**src/rtl/clk_stop_pkg.sv**
```systemverilog
package clk_stop_pkg;

    // Run/stop control states of the gate sequencer
    typedef enum logic [1:0] {
        ST_RUN     = 2'd0,  // running, stop request honoured
        ST_STOPPED = 2'd1,  // gated outputs held low
        ST_HOLD    = 2'd2   // running inside minimum-enable window
    } gate_state_e;

endpackage

```
**src/rtl/clk_stop_sync.sv**
```systemverilog
module clk_stop_sync #(
    parameter int STAGES = 2
) (
    input  logic clk_i,
    input  logic rst_ni,
    input  logic req_ni,
    output logic stop_o
);

    logic [STAGES-1:0] chain_q;

    generate
        if (STAGES == 1) begin : g_single
            always_ff @(posedge clk_i or negedge rst_ni) begin
                if (!rst_ni) begin
                    chain_q <= 1'b1;
                end else begin
                    chain_q <= req_ni;
                end
            end
        end else begin : g_chain
            always_ff @(posedge clk_i or negedge rst_ni) begin
                if (!rst_ni) begin
                    chain_q <= '1;
                end else begin
                    chain_q <= {chain_q[STAGES-2:0], req_ni};
                end
            end
        end
    endgenerate

    // Active-high stop after the last stage
    assign stop_o = ~chain_q[STAGES-1];

endmodule

```
**src/rtl/clk_stop_fsm.sv**
```systemverilog
module clk_stop_fsm
    import clk_stop_pkg::*;
#(
    parameter int MIN_RUN = 100
) (
    input  logic clk_i,
    input  logic rst_ni,
    input  logic stop_i,
    output logic run_o
);

    localparam int CNT_W = (MIN_RUN > 2) ? $clog2(MIN_RUN) : 1;
    localparam logic [CNT_W-1:0] WIN_LOAD = CNT_W'(MIN_RUN - 1);

    gate_state_e      state_q, state_n;
    logic [CNT_W-1:0] win_q, win_n;

    // State register and window counter
    always_ff @(posedge clk_i or negedge rst_ni) begin
        if (!rst_ni) begin
            state_q <= ST_RUN;
            win_q   <= '0;
        end else begin
            state_q <= state_n;
            win_q   <= win_n;
        end
    end

    // Transition logic
    always_comb begin
        state_n = state_q;
        win_n   = win_q;
        unique case (state_q)
            ST_RUN: begin
                if (stop_i) begin
                    state_n = ST_STOPPED;
                end
            end
            ST_STOPPED: begin
                if (!stop_i) begin
                    state_n = ST_HOLD;
                    win_n   = WIN_LOAD;
                end
            end
            ST_HOLD: begin
                if (win_q != '0) begin
                    win_n = win_q - 1'b1;
                end else if (stop_i) begin
                    state_n = ST_STOPPED;
                end else begin
                    state_n = ST_RUN;
                end
            end
            default: begin
                state_n = ST_STOPPED;
            end
        endcase
    end

    // Output decode: the negedge gate flops sample this mid-cycle
    always_comb begin
        run_o = (state_n != ST_STOPPED);
    end

endmodule

```
**src/rtl/clk_gate_cell.sv**
```systemverilog
module clk_gate_cell (
    input  logic clk_i,
    input  logic rst_ni,
    input  logic en_i,
    output logic clk_o
);

    logic en_q;

    // Enable loads while clk_i falls, so it only moves during a low phase
    always_ff @(negedge clk_i or negedge rst_ni) begin
        if (!rst_ni) begin
            en_q <= 1'b0;
        end else begin
            en_q <= en_i;
        end
    end

    assign clk_o = clk_i & en_q;

endmodule

```
**src/rtl/clk_stop_gate.sv**
```systemverilog
module clk_stop_gate #(
    parameter int N_GATED     = 4,
    parameter int N_FREE      = 2,
    parameter int SYNC_STAGES = 2,
    parameter int MIN_RUN     = 100
) (
    input  logic               clk_i,
    input  logic               rst_ni,
    input  logic               stop_ni,
    input  logic [N_GATED-1:0] gate_mask_i,
    input  logic [N_FREE-1:0]  free_mask_i,
    output logic [N_GATED-1:0] gated_clk_o,
    output logic [N_FREE-1:0]  free_clk_o
);

    logic stop_sync;
    logic run_en;

    clk_stop_sync #(
        .STAGES (SYNC_STAGES)
    ) u_sync (
        .clk_i  (clk_i),
        .rst_ni (rst_ni),
        .req_ni (stop_ni),
        .stop_o (stop_sync)
    );

    clk_stop_fsm #(
        .MIN_RUN (MIN_RUN)
    ) u_fsm (
        .clk_i  (clk_i),
        .rst_ni (rst_ni),
        .stop_i (stop_sync),
        .run_o  (run_en)
    );

    generate
        for (genvar gi = 0; gi < N_GATED; gi++) begin : g_gated
            clk_gate_cell u_cell (
                .clk_i  (clk_i),
                .rst_ni (rst_ni),
                .en_i   (run_en & gate_mask_i[gi]),
                .clk_o  (gated_clk_o[gi])
            );
        end
        for (genvar fi = 0; fi < N_FREE; fi++) begin : g_free
            clk_gate_cell u_cell (
                .clk_i  (clk_i),
                .rst_ni (rst_ni),
                .en_i   (free_mask_i[fi]),
                .clk_o  (free_clk_o[fi])
            );
        end
    endgenerate

endmodule

```
**config.mk**
```make
export PLATFORM = sky130hd
export DESIGN_NAME = clk_stop_gate
export DESIGN_NICKNAME = d
export VERILOG_FILES = /design/src/rtl/clk_stop_pkg.sv /design/src/rtl/clk_stop_sync.sv /design/src/rtl/clk_stop_fsm.sv /design/src/rtl/clk_gate_cell.sv /design/src/rtl/clk_stop_gate.sv
export SDC_FILE = /design/constraint.sdc
export NUM_CORES = 1
export LEC_CHECK = 0
export BUFFER_PORTS_ARGS = -buffer_cell sky130_fd_sc_hd__buf_2
export CORE_MARGIN = 2
export CORE_UTILIZATION = 52
export DETAILED_ROUTE_END_ITERATION = 7
export PLACE_DENSITY = 0.76
export SETUP_SLACK_MARGIN = 0.4
export SLEW_MARGIN = 40
export SYNTH_ARGS = -nofsm -noshare
export SYNTH_HDL_FRONTEND = slang
export SYNTH_SLANG_ARGS = --single-unit
export TNS_END_PERCENT = 100
```
**constraint.sdc**
```tcl
create_clock -name clk_i -period 2.1 [get_ports clk_i]
set_input_delay 0.105 -clock clk_i [delete_from_list [all_inputs] [get_ports clk_i]]
set_output_delay 0.105 -clock clk_i [all_outputs]
set_load 0.01 [all_outputs]
```
== Yosys cells after proc, flatten, opt, wreduce, memory -nomap -nowiden ==
Index checks and enable logic that the tools add are counted.

* Equality and inequality tests: 5
* Mux-type cells: 8
* Add/sub/neg operators: 1
* Reductions and logical operators: 4
* Bitwise operators: 10

{| class="wikitable"
|+ Operator list
! cell !! number
|-
| 7-bit two-way mux || 2
|-
| 7-bit case mux with 2 select lines || 1
|-
| 1-bit bitwise AND || 10
|-
| 7-bit nonzero test || 1
|-
| 7-bit by 1-bit subtractor with 7-bit output, second input constant || 1
|-
| 2-bit two-way mux || 3
|-
| 2-bit case mux with 3 select lines || 1
|-
| 2-bit by 1-bit != test with 1-bit output, second input constant || 2
|-
| 3-bit AND reduction || 1
|-
| 2-bit by 1-bit equality test with 1-bit output, second input constant || 1
|-
| 2-bit equality test, second input constant || 1
|-
| 2-bit logical NOT || 1
|-
| 2-bit != test, second input constant || 1
|-
| 2-bit nonzero test || 1
|-
| 1-bit two-way mux || 1
|}

* Output and inout bits: 6
* Logic and storage cells: 37
* Flip-flop bits (word level): 17
* Input bits: 9

== Logic depth before layout (Yosys ltp) ==
Gate-level depths: netlist of run 1.

* Word-level depth: 5
* Mapped depth: 6

== Modules after synthesis ==
Synthesis of run 1 repeated with hierarchy kept, for this count alone.

* Cells, all modules: 66
* Area, all modules: 747.0 um^2

{| class="wikitable"
|+ Modules (own cells, without submodules)
! module !! times used !! sequential area each (um^2) !! area an instance (um^2) !! cells an instance
|-
| clk_stop_fsm || 1 || 225.2 || 478.0 || 47
|-
| clk_gate_cell || 6 || 25.0 || 31.3 || 2
|-
| clk_stop_sync || 1 || 52.6 || 56.3 || 3
|-
| clk_stop_gate || 1 || 0.0 || 25.0 || 4
|}

==> results of run 1 <==
==> routing by layer <==
layer,up-vias,track usage
li1,301,-
met1,301,0.209
met2,26,0.294
met3,6,0.145
met4,0,0.164
met5,-,0
==> logic make-up after synthesis <==
family | Yosys count
adders and majority gates | 1
AOI/OAI and AO/OA | 20
DFF | 17
and+or+nand+nor | 20
muxes | 1
buffers and inverters | 11
==> critical path: cells and delay by family, from the launching register on <==
family,cells,cell delay [ns]
flip-flops,1,0.41
AND/OR/NAND/NOR,1,0.48
buffers and inverters,1,0.08
adder cells (fa/ha/maj),1,0.12
AO/OA/AOI/OAI,2,0.47
==> through the flow <==
step	setup TNS, ns	worst slack, ns	total power, mW
3_3_place_gp	-2.25	-0.574	1.00
5_1_grt	-3.48	-0.719	1.47
2_1_floorplan	-3.04	-0.769	0.876
3_5_place_dp	-2.49	-0.649	1.03
4_1_cts	-2.97	-0.625	1.39
6_report	-3.01	-0.666	1.38
==> worst paths after layout <==
check                             startpoint                      to
hold reg to reg            u_sync.chain_q[0]       u_sync.chain_q[1]
setup / recovery              u_fsm.win_q[1]  g_gated[1].u_cell.en_q
setup reg to reg              u_fsm.win_q[1]  g_gated[1].u_cell.en_q
hold / removal                        rst_ni          u_fsm.win_q[3]
max in group asynchronous             rst_ni   g_free[1].u_cell.en_q
min in group clk_i         u_sync.chain_q[0]       u_sync.chain_q[1]
==> registers in the layout (all words and copies together), names as in the netlist <==
| signal | count |
|---|---|
| u_fsm.state_q | 2 |
| g_gated.u_cell.en_q | 4 |
| u_sync.chain_q | 2 |
| g_free.u_cell.en_q | 2 |
| u_fsm.win_q | 7 |
==> final cells by class <==
type                       instances  area [um2]
tap                               16        20.0
multi-input combinational         42         319
sequential                        17         428
fill                             118         438
inverter                           4        15.0
timing repair buffer              23         161
clock buffer                      15        90.1
==> cell usage after synthesis <==
cell type / instances / area share
dfrtp_1: 9 / 0.28
o22ai_1: 1 / 0.0079
nor4_1: 1 / 0.0079
ha_1: 1 / 0.016
or4b_1: 1 / 0.013
mux2i_1: 1 / 0.013
nand3b_1: 1 / 0.0095
and2_1: 6 / 0.047
nor2b_1: 1 / 0.0079
nand2_1: 5 / 0.024
nor3_1: 1 / 0.0063
inv_1: 4 / 0.019
nand2b_1: 3 / 0.024
buf_2: 1 / 0.0063
or3_1: 1 / 0.0079
o31ai_1: 1 / 0.0095
a32oi_1: 1 / 0.011
dfstp_2: 2 / 0.066
o211ai_1: 2 / 0.019
a21oi_1: 2 / 0.013
o21bai_1: 1 / 0.0095
o311ai_4: 1 / 0.033
o221ai_2: 1 / 0.019
a21boi_0: 4 / 0.038
o21ai_0: 5 / 0.032
o31a_1: 1 / 0.011
dfrtn_1: 6 / 0.19
buf_4: 6 / 0.057
==> power groups by stage <==
stage	Combinational (mW)	Sequential, mW	Clock [mW]
final	0.470	0.489	0.417
after global routing	0.512	0.501	0.461
after CTS	0.462	0.488	0.436
after detailed placement	0.436	0.490	0.105
after global placement	0.414	0.486	0.105
after floorplan	0.249	0.493	0.135
==> what timing repair did <==
item / in CTS / in global routing
gates cloned: 0 / 0
pin swaps: 8 / 4
buffers inserted: 2 / 0
hold buffers: 2 / 0
hold endpoints to repair: 12 / 0
setup endpoints to repair: 23 / 25
gates resized for setup: 5 / 2
==> results.toml, run 1 <==
[global_routing]
antenna_found_initial = 0
grt_pass1_wl_mm = 2.58
grt-ovfl-total = 0
grt_max_degree = 18
grt_util_all_layers = 0.208
grt_pass1_vias = 650

[run_status]
violations = "negative setup slack"
status = "complete, but fails checks"

[final_layout]
final_cell_mix = "buf_2, buf_4, dfrtp_1"
nets = 111
n_antenna_cell = 0
final_common_cell = "buf_2"
drive_gt1_frac = 0.426
fin_cells = 117
fin_util = 0.702
syn_to_final_growth_pct = 30.5
final_area_um2 = 1030

[yosys]
syn-num-nets = 80
yosysUniqueCellTypes = 28
synth_cells = 70
yosysSeqAreaShare = 0.540
synthMuxAreaShare = 0.0126
synth_adder_area_share = 0.0158
ys_ff_latch = 17
synth_top_family_by_area = "compound AO/OA/AOI/OAI gates"
synth_area_per_cell_um2 = 11.3
yosys.area_share.simple = 0.147
syn_area_um2 = 792
synth_xor_area_frac = 0
ys_warn_count = 0
synth_compound_area_frac = 0.202

[sta]
slew_headroom = 0.751
whs_ns = 0.149
setup_viol = 16
slew_viol_final = 0
skew_ns = 0.0160
tightest_slew_ns = 0.370
hold_viol_final = 0
rsz0062_at_grt = "true"
worst_slack_ns = -0.666

[power]
clock_power_share = 0.303
vdd_drop_max_v = 0.000658
switching_share = 0.357
p_int_uw = 885
p_seq_frac = 0.355
power.switching_uw = 492
combinationalPowerShare = 0.342
powerDensity_nw_per_um2 = 1330
power_leakage_nw = 0.481

[clocking]
clk_pin_slew_ns = 0.09
clk_latency_ns = 0.40
cts_tree = "yes"

[critical_path]
cp_max_fo = 5
slowest_delay_ns = 0.48
path_cells = "inv_2 -> ha_4 -> or4b_4 -> o311ai_4 -> a21boi_1"
reg2reg_slack_ns = -0.67
cp.required_ns = 1.28
endpoint_kind = "flop"
startpoint_type = "flop"
crit_type = "flop to flop"
reg2reg_depth = 5
slowest_stage = "or4b_4"
cp.arrival_ns = 1.95

[placed_design]
placed_cells = 104
placed_area_um2 = 931
io_buffers = 14
dp_hpwl_mm = 1.13
gp_congestion = 0.819

[route]
top_layer = "met4"
wl_met1_um = 671
via_per_inst = 5.42
wl_met2_um = 850
drt-total-wl_mm = 1.69
detail-route-antenna-nets = 0
wire_per_inst_um = 14.4
wl_met3_um = 130
drt_iter0_drc = 9
drt_first_pass_iters = 4
via_count = 634
drc = 0

[worst_hold_path]
hold_class = "input pin to async pin"

[run]
max_cap_viol_count = 0

[floorplanning]
die_area_um2 = 1850
io_pins = 15
rows = 14
core_um2 = 1470
chipHeight_um = 43.0
initial_utilization = 0.538
fp.dieW_um = 43.0
No activity file was read; power rests on OpenSTA's default activity.
==> inputs of run 2 (changes only) <==
CORE_UTILIZATION = 40   (was 52)
PLACE_DENSITY = not set   (was 0.76)
SKIP_CTS_REPAIR_TIMING = 1   (was not set)
==> run 2 against run 1 <==
  * The flow still finishes with violations (negative setup slack)
  * Clock-buffer cell count shrank 1
  * Routed wire length is 15% lower
  * Hold slack improved by 0.014 ns
  * Setup slack gained 0.0091 ns
  * Critical endpoint is now g_gated[0].u_cell.en_q
  * Largest cell class unchanged
  * Largest power group unchanged
==> results.toml, run 2 (synthesized netlist as in run 1, its figures left out) <==
[sta]
tightest_slew_ns = 0.382
skew_ns = 0.0186
worst_slack_ns = -0.657
slew_headroom = 0.743
tns_ns = -3.01
hold_viol_final = 0
setup_viol = 16
slew_viol_final = 0
rsz0062_at_grt = "true"

[route]
drc = 0
drt_iter0_drc = 6
drt_first_pass_iters = 4
detail-route-antenna-nets = 0
via_count = 592
via_per_inst = 4.63
wire_per_inst_um = 11.2
drt-total-wl_mm = 1.43

[power]
powerDensity_nw_per_um2 = 1330
vdd_drop_max_v = 0.000785
power_leakage_nw = 0.484
combinationalPowerShare = 0.314
p_seq_frac = 0.348
power.switching_uw = 489
clock_power_share = 0.338
switching_share = 0.347
p_int_uw = 920

[run]
max_cap_viol_count = 0

[critical_path]
slowest_stage = "or4b_4"
cp_max_fo = 5
cp.required_ns = 1.29
slowest_delay_ns = 0.47
r2r_end = "g_gated[0].u_cell.en_q"
reg2reg_depth = 5
path_cells = "inv_2 -> ha_4 -> or4b_4 -> o311ai_4 -> a21boi_1"
cp.arrival_ns = 1.94
timing.rr.start = "u_fsm.win_q[1]"
crit_type = "flop to flop"
endpoint_kind = "flop"
startpoint_type = "flop"
reg2reg_slack_ns = -0.66

[floorplanning]
initial_utilization = 0.412
core_um2 = 1920
io_pins = 15
rows = 16
chipHeight_um = 48.5
fp.dieW_um = 48.5
die_area_um2 = 2350

[global_routing]
grt-ovfl-total = 0
grt_pass1_vias = 642
grt_max_degree = 18
grt_pass1_wl_mm = 2.50
grt_util_all_layers = 0.150
antenna_found_initial = 0

[final_layout]
nets = 111
n_antenna_cell = 0
reg_top3 = "u_fsm.win_q (7), g_gated.u_cell.en_q (4)"
drive_gt1_frac = 0.436
largest_register_ffs = 7
final_cell_mix = "buf_2, buf_4, dfrtp_1"
final_area_um2 = 1060
syn_to_final_growth_pct = 33.5
top_register = "u_fsm.win_q"

[worst_hold_path]
hold_class = "input pin to async pin"

[placed_design]
gp_congestion = 0.807
io_buffers = 14
dp_hpwl_um = 969
placed_area_um2 = 937

[clocking]
cts_tree = "yes"
clk_latency_ns = 0.41
clk_pin_slew_ns = 0.10

[run_status]
status = "complete, but fails checks"
violations = "negative setup slack"
==> run 2: per-layer routing <==
metal  track usage  routed length (um)  part of all wire
met5             0                   0                 0
met4         0.119                  39             0.027
met2         0.174                 634              0.44
met1         0.173                 664              0.46
met3         0.120                  90             0.063
==> run 2: worst max path at each step <==
stage / start / to / slack [ns]
after floorplan: u_fsm.win_q[0] / g_gated[0].u_cell.en_q / -0.77
after global placement: u_fsm.win_q[0] / g_gated[3].u_cell.en_q / -0.59
after detailed placement: u_fsm.win_q[1] / g_gated[2].u_cell.en_q / -0.62
after CTS: u_fsm.win_q[1] / g_gated[0].u_cell.en_q / -0.66
after global routing: u_fsm.win_q[1] / g_gated[0].u_cell.en_q / -0.73
final: u_fsm.win_q[1] / g_gated[0].u_cell.en_q / -0.66
==> run 2: critical path: cells and delay by family, from the launching register on <==
kind	cells	cell delay (ns)
buffers and inverters	1	0.08
and+or+nand+nor	1	0.47
DFF	1	0.40
adders and majority gates	1	0.13
AOI/OAI and AO/OA	2	0.46
==> run 2: power by group through the flow <==
stage / registers, mW / logic [mW] / clock network, mW
5_1_grt: 0.504 / 0.493 / 0.539
2_1_floorplan: 0.493 / 0.249 / 0.135
3_5_place_dp: 0.491 / 0.409 / 0.105
4_1_cts: 0.489 / 0.406 / 0.438
6_report: 0.490 / 0.443 / 0.477
3_3_place_gp: 0.495 / 0.402 / 0.105
==> run 2: area by class of cell <==
type / count / area (um2)
timing repair buffer: 23 / 158
fill: 178 / 865
clock buffer: 14 / 100
multi-input combinational: 42 / 318
tap: 27 / 33.8
clock inverter: 1 / 5.00
inverter: 4 / 15.0
sequential: 17 / 428
==> run 2: per-stage QoR <==
stage | setup slack [ns] | power [mW] | util | cells | hold slack, ns
2_1_floorplan | -0.769 | 0.876 | - | 70 | -0.191
3_5_place_dp | -0.622 | 1.00 | 0.488 | 114 | 0.0412
4_1_cts | -0.659 | 1.33 | 0.520 | 123 | -0.400
3_3_place_gp | -0.590 | 1.00 | 0.488 | 114 | 0.0381
5_1_grt | -0.725 | 1.54 | 0.550 | 128 | 0.184
6_report | -0.657 | 1.41 | 0.550 | 128 | 0.163
==> inputs of run 3 (changes only) <==
SYNTH_HIERARCHICAL = 1   (was not set)
==> run 3 against run 2 <==
  * The run still ends with negative setup slack left
  * Final cell count is 2.3% higher
  * Flip-flop and latch count stayed put
  * Combinational power is 13% lower
  * Clock power is 4% lower
  * Highest routed layer is now met3
  * Non-clock buffer count is 3 higher
  * Largest power group unchanged
  * Clock skew is 0.0038 ns lower
  * Die area is 5.2% lower
  * Synthesized cell count is 5.7% lower
  * Setup slack better by 0.38 ns
  * Area after synthesis is 5.7% lower
==> results.toml, run 3 <==
[critical_path]
cp_max_fo = 4
path_cells = "nor4_4 -> nand2_2 -> nand2_2 -> a22oi_2 -> and2_1"
startpoint_type = "flop"
slowest_delay_ns = 0.42
slowest_stage = "dfrtp_1"
cp.arrival_ns = 1.59
crit_top_cell = "nand2_2"
endpoint_kind = "flop"
crit_type = "flop to flop"
reg2reg_slack_ns = -0.28
cp.required_ns = 1.31

[final_layout]
drive_gt1_frac = 0.500
fin_util = 0.629
n_antenna_cell = 0
nets = 118
syn_to_final_growth_pct = 47.1
final_cell_mix = "buf_4, buf_2, dfrtp_1"
fin_cells = 131
final_common_cell = "buf_4"
top_register = "u_fsm/win_q"
reg_top3 = "u_fsm/win_q (7), g_gated.u_cell/en_q (4)"
largest_register_ffs = 7

[route]
detail-route-antenna-nets = 0
drc = 0
drt-total-wl_mm = 1.50
drt_first_pass_iters = 2
via_count = 596
wire_per_inst_um = 11.4
drt_iter0_drc = 5
via_per_inst = 4.55

[floorplanning]
rows = 15
fp.dieW_um = 47.2
core_um2 = 1750
chipHeight_um = 47.2
io_pins = 15
die_area_um2 = 2230
initial_utilization = 0.428

[sta]
slew_headroom = 0.747
tightest_slew_ns = 0.379
slew_viol_final = 0
skew_ns = 0.0148
hold_viol_final = 0
rsz0062_at_grt = "true"
worst_slack_ns = -0.279
tns_ns = -1.55
setup_viol = 16

[power]
powerDensity_nw_per_um2 = 1210
vdd_drop_max_v = 0.000747
power_leakage_nw = 0.527

[yosys]
synthTopCellsByCount = "and2_1, dfrtp_1, dfrtn_1, nand2_1"
synth-main-ff-cell = "dfrtp_1"
async_flop_share = 1.00
synth_most_common_cell = "and2_1"
synthTopCellsByArea = "dfrtp_1, dfrtn_1, and2_1"
yosysSeqAreaShare = 0.573
synth_cells = 66
syn_area_um2 = 747
ys_warn_count = 6
synth_top_area_cell = "dfrtp_1"
synth_top_area_share = 0.302
syn-num-nets = 77
ys_ff_latch = 17
yosysUniqueCellTypes = 27
synth_area_per_cell_um2 = 11.3
synth_edf_count = 0

[global_routing]
grt_max_degree = 18
grt-ovfl-total = 0
antenna_found_initial = 0
grt_pass1_vias = 608
grt_util_all_layers = 0.163
grt_pass1_wl_mm = 2.34

[worst_hold_path]
hold_class = "input pin to async pin"

[placed_design]
preCtsSetupSlack_ns = -0.296
gp_congestion = 0.821
io_buffers = 14
placed_cells = 117
dp_hpwl_mm = 1.02

[clocking]
clk_latency_ns = 0.41
cts_tree = "yes"
clk_pin_slew_ns = 0.10

[run_status]
status = "complete, but fails checks"
violations = "negative setup slack"

[run]
max_cap_viol_count = 0
==> run 3: report_power, final <==
| group | leakage (nW) | internal [mW] | switching (mW) | total, mW |
|---|---|---|---|---|
| registers | 0.200 | 0.413 | 0.0693 | 0.483 |
| clock network | 0.0886 | 0.251 | 0.207 | 0.459 |
| logic | 0.238 | 0.214 | 0.171 | 0.385 |
==> run 3: routing by layer <==
layer	track usage	part of all wire	up-vias	wire (um)
met1	0.188	0.47	276	709
met3	0.146	0.045	0	68
met4	0.0833	0	0	0
li1	-	-	307	-
met5	0	0	-	0
met2	0.203	0.48	13	721
==> run 3: cells by family (layout without fill, tap and decap cells) <==
family | count (synthesis) | count (layout) | synth area share
adder cells (fa/ha/maj) | 2 | 2 | 0.0335
AND/OR/NAND/NOR | 31 | 31 | 0.245
AO/OA/AOI/OAI | 10 | 10 | 0.0972
XOR/XNOR | 2 | 2 | 0.0235
multiplexers | 1 | 1 | 0.0134
buffers and inverters | 3 | 43 | 0.0151
flip-flops | 17 | 17 | 0.573
==> run 3: area by class of cell <==
class / instances / area (um2)
Inverter: 3 / 11.3
Clock inverter: 1 / 5.00
Clock buffer: 13 / 95.1
Multi-Input combinational cell: 46 / 348
Timing Repair Buffer: 26 / 180
Sequential cell: 17 / 428
Fill cell: 146 / 647
Tap cell: 25 / 31.3
==> run 3: critical path, delay by kind of cell (launching register included) <==
kind               cells  cell delay (ns)
DFF                    1             0.42
AOI/OAI and AO/OA      1             0.07
and+or+nand+nor        4             0.70
==> run 3: path summary, 6_finish.rpt <==
kind	startpoint	end	cells after the start
setup / recovery	u_fsm/win_q[3]	g_gated[0].u_cell/en_q	5
min in group clk_i	stop_ni	u_sync/chain_q[0]	2
hold reg to reg	u_sync/chain_q[0]	u_sync/chain_q[1]	0
setup reg to reg	u_fsm/win_q[3]	g_gated[0].u_cell/en_q	5
hold / removal	rst_ni	u_fsm/state_q[0]	2
max in group asynchronous	rst_ni	g_gated[2].u_cell/en_q	2
==> run 3: metrics by stage <==
step                instance area [um2]  hold WS, ns  total power, mW
floorplan                           776       -0.191            0.753
CTS                                1020       -0.392             1.27
detailed placement                  967       0.0465            0.947
global placement                    967       0.0428            0.937
global route                       1100        0.148             1.45
finish                             1100        0.146             1.33
